[src/rtl/sspirq_pkg.sv]
package sspirq_pkg;
   localparam int unsigned NSRC    = 4;
   localparam int unsigned SRC_OVR = 0;
   localparam int unsigned SRC_TMO = 1;
   localparam int unsigned SRC_RXH = 2;
   localparam int unsigned SRC_TXH = 3;

   typedef enum logic [1:0] {
      ADDR_MASK = 2'd0,
      ADDR_RAW  = 2'd1,
      ADDR_MIS  = 2'd2,
      ADDR_CLR  = 2'd3
   } reg_addr_e;
endpackage

[src/rtl/sspirq_bittick.sv]
module sspirq_bittick #(
   parameter int unsigned PS_W  = 8,
   parameter int unsigned SCR_W = 8
) (
   input  logic             clk,
   input  logic             rst_n,
   input  logic             restart,
   input  logic [PS_W-1:0]  prescale,
   input  logic [SCR_W-1:0] rate,
   output logic             tick
);
   localparam int unsigned PER_W = PS_W + SCR_W;

   logic [PS_W-1:0]  ps_eff;
   logic [PER_W-1:0] period, period_m1, cnt_q;

   always_comb begin
      ps_eff    = (prescale == '0) ? PS_W'(1) : prescale;
      period    = PER_W'(ps_eff) * (PER_W'(rate) + PER_W'(1));
      period_m1 = period - PER_W'(1);
   end

   assign tick = (cnt_q >= period_m1);

   always_ff @(posedge clk or negedge rst_n) begin
      if (!rst_n)       cnt_q <= '0;
      else if (restart) cnt_q <= '0;
      else if (tick)    cnt_q <= '0;
      else              cnt_q <= cnt_q + PER_W'(1);
   end

   AST_NO_EARLY_TICK: assert property (@(posedge clk) disable iff (!rst_n)
      (restart && period_m1 != '0 && $stable(prescale) && $stable(rate))
      |=> !tick);
endmodule

[src/rtl/sspirq_rxtimeout.sv]
module sspirq_rxtimeout #(
   parameter int unsigned TO_BITS = 32
) (
   input  logic clk,
   input  logic rst_n,
   input  logic restart,
   input  logic rx_empty,
   input  logic tick,
   output logic to_evt
);
   localparam int unsigned CNT_W = $clog2(TO_BITS + 1);

   logic [CNT_W-1:0] cnt_q;
   logic             done;

   assign done   = (cnt_q == CNT_W'(TO_BITS));
   assign to_evt = !restart && tick && (cnt_q == CNT_W'(TO_BITS - 1));

   always_ff @(posedge clk or negedge rst_n) begin
      if (!rst_n)               cnt_q <= '0;
      else if (restart)         cnt_q <= '0;
      else if (tick && !done)   cnt_q <= cnt_q + CNT_W'(1);
   end

   AST_HOLD_EMPTY: assert property (@(posedge clk) disable iff (!rst_n)
      rx_empty |=> (cnt_q == '0));
endmodule

[src/rtl/sspirq_regs.sv]
module sspirq_regs
   import sspirq_pkg::*;
#(
   parameter int unsigned DW = 32
) (
   input  logic            clk,
   input  logic            rst_n,
   input  logic [1:0]      reg_sel,
   input  logic            reg_wr,
   input  logic [DW-1:0]   reg_wdata,
   input  logic            ovr_evt,
   input  logic            to_evt,
   input  logic            rxh,
   input  logic            txh,
   output logic [NSRC-1:0] raw,
   output logic [NSRC-1:0] masked,
   output logic [DW-1:0]   rdata
);
   logic [NSRC-1:0] mask_q;
   logic [1:0]      sticky_q, clr;
   logic            wr_mask, wr_rsvd;

   assign wr_mask = reg_wr && (reg_sel == ADDR_MASK);
   assign wr_rsvd = |reg_wdata[DW-1:NSRC];
   assign clr     = (reg_wr && reg_sel == ADDR_CLR) ? reg_wdata[1:0] : 2'b00;

   always_ff @(posedge clk or negedge rst_n) begin
      if (!rst_n) begin
         mask_q   <= '0;
         sticky_q <= '0;
      end else begin
         if (wr_mask) mask_q <= reg_wdata[NSRC-1:0];
         sticky_q <= (sticky_q & ~clr) | {to_evt, ovr_evt};
      end
   end

   always_comb begin
      raw          = '0;
      raw[SRC_OVR] = sticky_q[0];
      raw[SRC_TMO] = sticky_q[1];
      raw[SRC_RXH] = rxh;
      raw[SRC_TXH] = txh;
      masked       = raw & mask_q;
   end

   always_comb begin
      case (reg_addr_e'(reg_sel))
         ADDR_MASK: rdata = DW'(mask_q);
         ADDR_RAW:  rdata = DW'(raw);
         ADDR_MIS:  rdata = DW'(masked);
         default:   rdata = '0;
      endcase
   end

   AST_OVR_SETS: assert property (@(posedge clk) disable iff (!rst_n)
      ovr_evt |=> raw[SRC_OVR]);
   AST_OVR_HOLDS: assert property (@(posedge clk) disable iff (!rst_n)
      (!ovr_evt && !clr[0]) |=> (raw[SRC_OVR] == $past(raw[SRC_OVR])));
   AST_CLR_TAKES: assert property (@(posedge clk) disable iff (!rst_n)
      (clr[0] && !ovr_evt) |=> !raw[SRC_OVR]);
   AST_EVT_BEATS_CLR: assert property (@(posedge clk) disable iff (!rst_n)
      (to_evt && clr[1]) |=> raw[SRC_TMO]);
   AST_RSVD_IGNORED: assert property (@(posedge clk) disable iff (!rst_n)
      (wr_mask && wr_rsvd) |=> (rdata[DW-1:NSRC] == '0 &&
                                masked == (raw & $past(reg_wdata[NSRC-1:0]))));
endmodule

[src/rtl/sspirq_top.sv]
module sspirq_top
   import sspirq_pkg::*;
#(
   parameter int unsigned DEPTH   = 8,
   parameter int unsigned DW      = 32,
   parameter int unsigned PS_W    = 8,
   parameter int unsigned SCR_W   = 8,
   parameter int unsigned TO_BITS = 32,
   parameter bit          REG_IRQ = 1'b0,
   localparam int unsigned LVL_W  = $clog2(DEPTH + 1)
) (
   input  logic             clk,
   input  logic             rst_n,
   input  logic [LVL_W-1:0] rx_level,
   input  logic [LVL_W-1:0] tx_level,
   input  logic             rx_push,
   input  logic             rx_pop,
   input  logic [PS_W-1:0]  prescale,
   input  logic [SCR_W-1:0] rate,
   input  logic [1:0]       reg_sel,
   input  logic             reg_wr,
   input  logic [DW-1:0]    reg_wdata,
   output logic [DW-1:0]    reg_rdata,
   output logic [NSRC-1:0]  irq_raw,
   output logic [NSRC-1:0]  irq_masked,
   output logic             irq_out
);
   localparam int unsigned HALF = DEPTH / 2;

   if (DEPTH < 2 || (DEPTH % 2) != 0) begin : g_bad_depth
      $error("sspirq_top: DEPTH must be even and at least 2");
   end
   if (DW < NSRC) begin : g_bad_dw
      $error("sspirq_top: DW must hold all status bits");
   end
   if (TO_BITS < 1) begin : g_bad_to
      $error("sspirq_top: TO_BITS must be at least 1");
   end
   if (PS_W < 1 || SCR_W < 1) begin : g_bad_ps
      $error("sspirq_top: prescaler widths must be nonzero");
   end

   logic rx_empty, restart, tick, to_evt, ovr_evt, rxh, txh;

   assign rx_empty = (rx_level == '0);
   assign restart  = rx_empty || rx_push || rx_pop;
   assign ovr_evt  = rx_push && (rx_level == LVL_W'(DEPTH));
   assign rxh      = (rx_level >= LVL_W'(HALF));
   assign txh      = (tx_level <= LVL_W'(HALF));

   sspirq_bittick #(.PS_W(PS_W), .SCR_W(SCR_W)) u_tick (
      .clk(clk), .rst_n(rst_n), .restart(restart),
      .prescale(prescale), .rate(rate), .tick(tick)
   );

   sspirq_rxtimeout #(.TO_BITS(TO_BITS)) u_tmo (
      .clk(clk), .rst_n(rst_n), .restart(restart),
      .rx_empty(rx_empty), .tick(tick), .to_evt(to_evt)
   );

   sspirq_regs #(.DW(DW)) u_regs (
      .clk(clk), .rst_n(rst_n), .reg_sel(reg_sel), .reg_wr(reg_wr),
      .reg_wdata(reg_wdata), .ovr_evt(ovr_evt), .to_evt(to_evt),
      .rxh(rxh), .txh(txh), .raw(irq_raw), .masked(irq_masked),
      .rdata(reg_rdata)
   );

   if (REG_IRQ) begin : g_irq_ff
      always_ff @(posedge clk or negedge rst_n) begin
         if (!rst_n) irq_out <= 1'b0;
         else        irq_out <= |irq_masked;
      end
   end else begin : g_irq_comb
      assign irq_out = |irq_masked;
   end
endmodule

[config.mk]
export PLATFORM = sky130hd
export DESIGN_NAME = sspirq_top
export DESIGN_NICKNAME = d
export VERILOG_FILES = /design/src/rtl/sspirq_pkg.sv /design/src/rtl/sspirq_bittick.sv /design/src/rtl/sspirq_rxtimeout.sv /design/src/rtl/sspirq_regs.sv /design/src/rtl/sspirq_top.sv
export SDC_FILE = /design/constraint.sdc
export NUM_CORES = 1
export LEC_CHECK = 0
export BUFFER_PORTS_ARGS = -buffer_cell sky130_fd_sc_hd__buf_2
export CAP_MARGIN = 20
export CORE_MARGIN = 2
export CORE_UTILIZATION = 50
export DETAILED_ROUTE_END_ITERATION = 8
export HOLD_SLACK_MARGIN = 0.15
export PLACE_DENSITY = 0.75
export SLEW_MARGIN = 5
export SYNTH_ARGS = -nofsm -noshare
export SYNTH_HDL_FRONTEND = slang
export SYNTH_HIERARCHICAL = 1
export SYNTH_SLANG_ARGS = --single-unit
export TNS_END_PERCENT = 10
[constraint.sdc]
create_clock -name clk -period 4.2 [get_ports clk]
set_clock_uncertainty 0.1 [all_clocks]
set_input_delay 0.42 -clock clk [delete_from_list [all_inputs] [get_ports clk]]
set_output_delay 0.42 -clock clk [all_outputs]
set_load 0.03 [all_outputs]
After elaboration in Yosys (flattened, before gate mapping)
Cells that the tools add are included.
Cells by class
  $add $sub $neg: 4
  bitwise gates (word level): 4
  $lt $le $gt $ge: 3
  reductions and logical operators: 15
  $mul: 1
  muxes and demuxes: 7
  equality and inequality tests: 6
Operator list (count)
  $mux 16: 2
  $add 16x1->16 const B: 1
  $ge 16x16->1: 1
  $mul 8x16->16: 1
  $sub 16x1->16 const B: 1
  $mux 6: 2
  $pmux 4 s3: 1
  $add 8x1->9 const B: 1
  $logic_not 8->1: 1
  $mux 8: 1
  $add 6x1->6 const B: 1
  $eq 6x5->1 const B: 1
  $eq 6x6->1 const B: 1
  $logic_and 1x1->1: 6
  $and 4x4->4: 1
  $eq 2x2->1 const B: 2
  $eq 4x4->1 const B: 1
  $ge 4x3->1 const B: 1
  $le 4x3->1 const B: 1
  $logic_not 4->1: 1
  $reduce_or 4->1: 1
  $and 2x2->2: 1
  $eq 2x1->1 const B: 1
  $logic_not 1->1: 2
  6 further kinds: 7
Word-level totals
  input port bits: 63
  word-level logic and storage cells: 44
  flip-flop bits (word level): 28

Depth between registers and ports, before layout
  depth after elaboration: 8
  mapped depth: 30
  mapped depth without buffers: 28

By module
The synthesis kept the hierarchy.
Modules (own cells, without submodules)
  sspirq_bittick: cells each 430, area an instance 3668.5 sq um, seq. area each 400.4 sq um, instances 1
  sspirq_regs: cells each 60, area an instance 573.0 sq um, seq. area each 150.1 sq um, instances 1
  sspirq_rxtimeout: cells each 42, area an instance 376.6 sq um, seq. area each 150.1 sq um, instances 1
  sspirq_top: cells each 8, area an instance 53.8 sq um, seq. area each 0.0 sq um, instances 1

Worst setup path before layout
OpenSTA, ideal clock, no wires.
  path type: input port to flip-flop
  start point: input port rate[0]
  end point: register u_tmo.cnt_q[5]
  setup slack: -2.216 ns
  stages: 30
  arrival: 6.238 ns
  path through: clkbuf_1 > nand2_1 > nor2_1 > nand3_1 > xnor2_1 > nand2_1 > fa_1 > inv_1 > fa_1 > fa_1 > inv_1 > fa_1 > inv_1 > ha_1 > and2_1 > a311oi_4 > o21ai_1 > a21oi_1 > xor2_1 > ha_1 > nand4_1 > a21oi_1 > a211oi_1 > nor2_1 > nand2_1 > nand2_1 > buf_2 > nand4_1 > or3_1 > a21oi_1
Between the ends
  longest elaborated chain between the ends: 6
Ends and longest elaborated chain
  start: declaration: line sspirq_top.sv:19  | input logic [SCR_W-1:0] rate,
  $add 8x1->9: line sspirq_bittick.sv:19  | period = PER_W'(ps_eff) * (PER_W'(rate) + PER_W'(1));
  $mul 8x16->16: line sspirq_bittick.sv:19
  $sub 16x1->16: line sspirq_bittick.sv:20  | period_m1 = period - PER_W'(1);
  $ge 16x16->1: line sspirq_bittick.sv:23  | assign tick = (cnt_q >= period_m1);
  net tick: line sspirq_top.sv:43  | logic rx_empty, restart, tick, to_evt, ovr_evt, rxh, txh;
  $logic_and 1x1->1: line sspirq_rxtimeout.sv:22  | else if (tick && !done) cnt_q <= cnt_q + CNT_W'(1);
  $reduce_bool 2->1 (no source line)
  end signal: assignment: line sspirq_rxtimeout.sv:22
  end: declaration: line sspirq_rxtimeout.sv:13  | logic [CNT_W-1:0] cnt_q;
The timed path passes the listed nets, and every way through them passes these cells.
A chain may end at the register's enable or synchronous reset.

Final worst setup path
  start point: input port rate[1]
  end point: register u_tmo.cnt_q[3]
Same word-level chain as after synthesis.

==> metrics.cfg <==
[routing]
dr.pass1.iters = 4
wl_per_cell_um = 14.6
post-route-drc-count = 0
drt_iter0_drc = 225
wl_met1_um = 4540
route.met3.wl_um = 490
dr.max_layer_used = met4
dr_wl_met2_um = 5940
ant_nets = 0
vias_per_cell = 5.26
vias = 4037
routed_wl_um = 11200

[timing]
worst_slack_ns = -2.01
relSlewSlack_pct = 58.7
setup_violations = 23
rsz0062_at_grt = yes
hold_viol = 0
whs_ns = 0.272
fin_crit_sh_pct = 148
period_needed_ns = 6.21
final.setup.tns_ns = -43.01
worst_pin_slew_ns = 0.615
fmax_mhz = 161
slew_viol_final = 0

[clock_network]
cts_root_buf = clkbuf_8
ctsHtreeMaxLevel = 1
cts_buffers = 3
clock_latency_ns = 0.28
cts.path.max_buffers = 2
clkTransAtPathRegs_ns = 0.10
cts.sinks = 28
cts_tree = done

[run]
drv_cap = 0

[synth]
synth-seq-area-share_pct = 15.0
synth.distinct_cells = 47
synth_top_area_cell = fa_1
synthesis.area_um2 = 4670
synthMuxAreaShare_pct = 0.964
yosysWarnings = 6
synth_flop_cell = dfrtp_1
synth_compound_area_share_pct = 8.81
synthArstFlopShare_pct = 100
syn_inst = 540
synthXorXnorAreaFrac_pct = 6.94
synthSimpleGateAreaFrac_pct = 20.0
synthAdderAreaFrac_pct = 35.4
yosysTopAreaCellShare_pct = 20.1
yosysMostFrequentCell = inv_1
post_synth.cell_area_avg_um2 = 8.65
ys_ff_latch = 28
netlist_top_cells_area = fa_1 (20%), ha_1 (15%), dfrtp_1 (15%)
synth_common_cells = inv_1 (89), nand2_1 (58), ha_1 (57)
synth_top_family_by_area = adder cells
synth_edf_count = 0

[layout]
antenna_cells = 0
layout.area.seq_um2 = 701
multiInputGateArea_um2 = 3810
fill_cells = 691
fin_nets = 824
fin_util_pct = 65.1
syn_to_final_growth_pct = 27.5
drive_above_1_share_pct = 28.8

[placed_design]
place_ws_ns = -2.27
dpl.hpwl_um = 8330
place.gp.congestion = 0.867
io_buffers = 47

[setup_path]
critPathCaptureType = register
cp_data_arrival_time_ns = 6.27
cpMaxStageDelayCell = fa_1
cp_max_fo = 5
slowest_delay_ns = 0.55
crit_type = input port to register
path_delay_family = adder cells
critPathRequiredTime_ns = 4.26
critPathBufInv = 10
cp-start-kind = input port

[global_routing]
grt_pass1_wl_um = 17800
grt_antenna_before_repair = 0
grt-ovfl-total = 0
grt_use_total_pct = 21.5
grt_max_degree = 29
first_global_vias = 4039

[floorplan]
die_area_um2 = 10100
die_h_um = 101
die_x_um = 101
core_area_um2 = 9150
ios = 104
placementRows = 35
initial_core_util_pct = 51.0

[power_and_ir_drop]
swShare_pct = 44.9
p_per_area_nw_per_um2 = 573
p_seq_share_pct = 8.4
comb_power_share_pct = 85.3
p_int_uw = 1880
p_switching_uw = 1530
p_leak_uw = 0.00311
ir_drop_v = 0.000472
clockPowerShare_pct = 6.2

[outcome]
run_status = complete, but fails checks
violations = negative setup slack

[min_path]
hold_path.class = input port to register

==> power by group through the flow <==
| stage | sequential (µW) | combinational, µW | clock [µW] |
|---|---|---|---|
| after floorplan | 294 | 1780 | 0 |
| after global routing | 289 | 3260 | 231 |
| after CTS | 288 | 2810 | 215 |
| after global placement | 293 | 2510 | 0 |
| final | 288 | 2910 | 212 |
| after detailed placement | 293 | 2610 | 0 |
==> cells by family after synthesis <==
kind of cell,Yosys count
AO/OA/AOI/OAI,57
XOR/XNOR,37
adder cells (fa/ha/maj),104
buffers and inverters,129
flip-flops,28
multiplexers,4
other,1
AND/OR/NAND/NOR,180
==> path summary, 6_finish.rpt <==
| check | cells after the start | startpoint | slack [ns] | to |
|---|---|---|---|---|
| min in group asynchronous | 2 | rst_n | 0.58 | u_tmo/cnt_q[2]$_DFFE_PN0P_ |
| max in group asynchronous | 2 | rst_n | 3.01 | u_tick/cnt_q[6]$_DFF_PN0_ |
| setup / recovery | 32 | rate[1] | -2.01 | u_tmo/cnt_q[3]$_DFFE_PN0P_ |
| setup reg to reg | 12 | u_tick/cnt_q[7]$_DFF_PN0_ | 1.68 | u_tmo/cnt_q[3]$_DFFE_PN0P_ |
| hold reg to reg | 1 | u_regs/mask_q[3]$_DFFE_PN0P_ | 0.44 | u_regs/mask_q[3]$_DFFE_PN0P_ |
| hold / removal | 2 | reg_wdata[2] | 0.27 | u_regs/mask_q[2]$_DFFE_PN0P_ |
==> layout by cell type, fill, tap and decap left out, types with 3 or more instances in the layout <==
cell	synthesis	final
inv_1	89	84
buf_4	30	70
nand2_1	58	52
ha_1	57	50
fa_1	47	47
buf_2	2	42
and2_1	35	34
conb_1	1	28
dfrtp_1	28	28
nor2_1	27	25
xor2_1	20	17
a21o_1	15	14
xnor2_1	17	14
nand2b_1	10	10
buf_6	0	9
nand4_1	9	9
a21oi_2	1	9
nand3_1	13	9
a21oi_1	15	7
ha_4	0	7
inv_2	0	5
nand2_2	0	5
a32o_1	4	4
mux2_2	4	4
and3_1	4	4
nor2b_1	5	4
o21ai_0	6	4
o21a_1	3	3
clkbuf_8	0	3
nand3_4	0	3
xnor2_4	0	3
==> stage by stage <==
step	instance area [µm²]	cells	power (µW)
after floorplan	4980	567	2070
after global placement	5480	738	2800
after detailed placement	5480	738	2900
after CTS	5800	755	3310
after global routing	5960	767	3780
final	5960	767	3410
==> registers in the layout, summed over array words and instances (netlist names) <==
signal	count
u_tick/cnt_q	16
u_tmo/cnt_q	6
u_regs/mask_q	4
u_regs/sticky_q	2
==> layer usage <==
metal / vias up / GRT usage, %
li1: 1902 / -
met1: 1991 / 27.7
met2: 118 / 39.1
met3: 26 / 2.36
met4: 0 / 3.90
met5: - / 0
==> cell type report <==
cell class                      instances  share of cell area, %
Tap cell                              111                   2.33
Sequential cell                        28                   11.8
Clock buffer                            3                  0.693
Inverter                               89                   5.61
Timing Repair Buffer                  125                   15.1
Clock inverter                          1                  0.504
Multi-Input combinational cell        410                   64.0
==> timing repair <==
item,in CTS,in global routing
setup buffers,12,12
pin swaps,35,30
cloned,0,0
endpoints found under the hold margin,28,0
endpoints found under the setup margin,23,23
hold buffers,1,0
gates resized for setup,33,15
(Power assumes the default switching activity.)
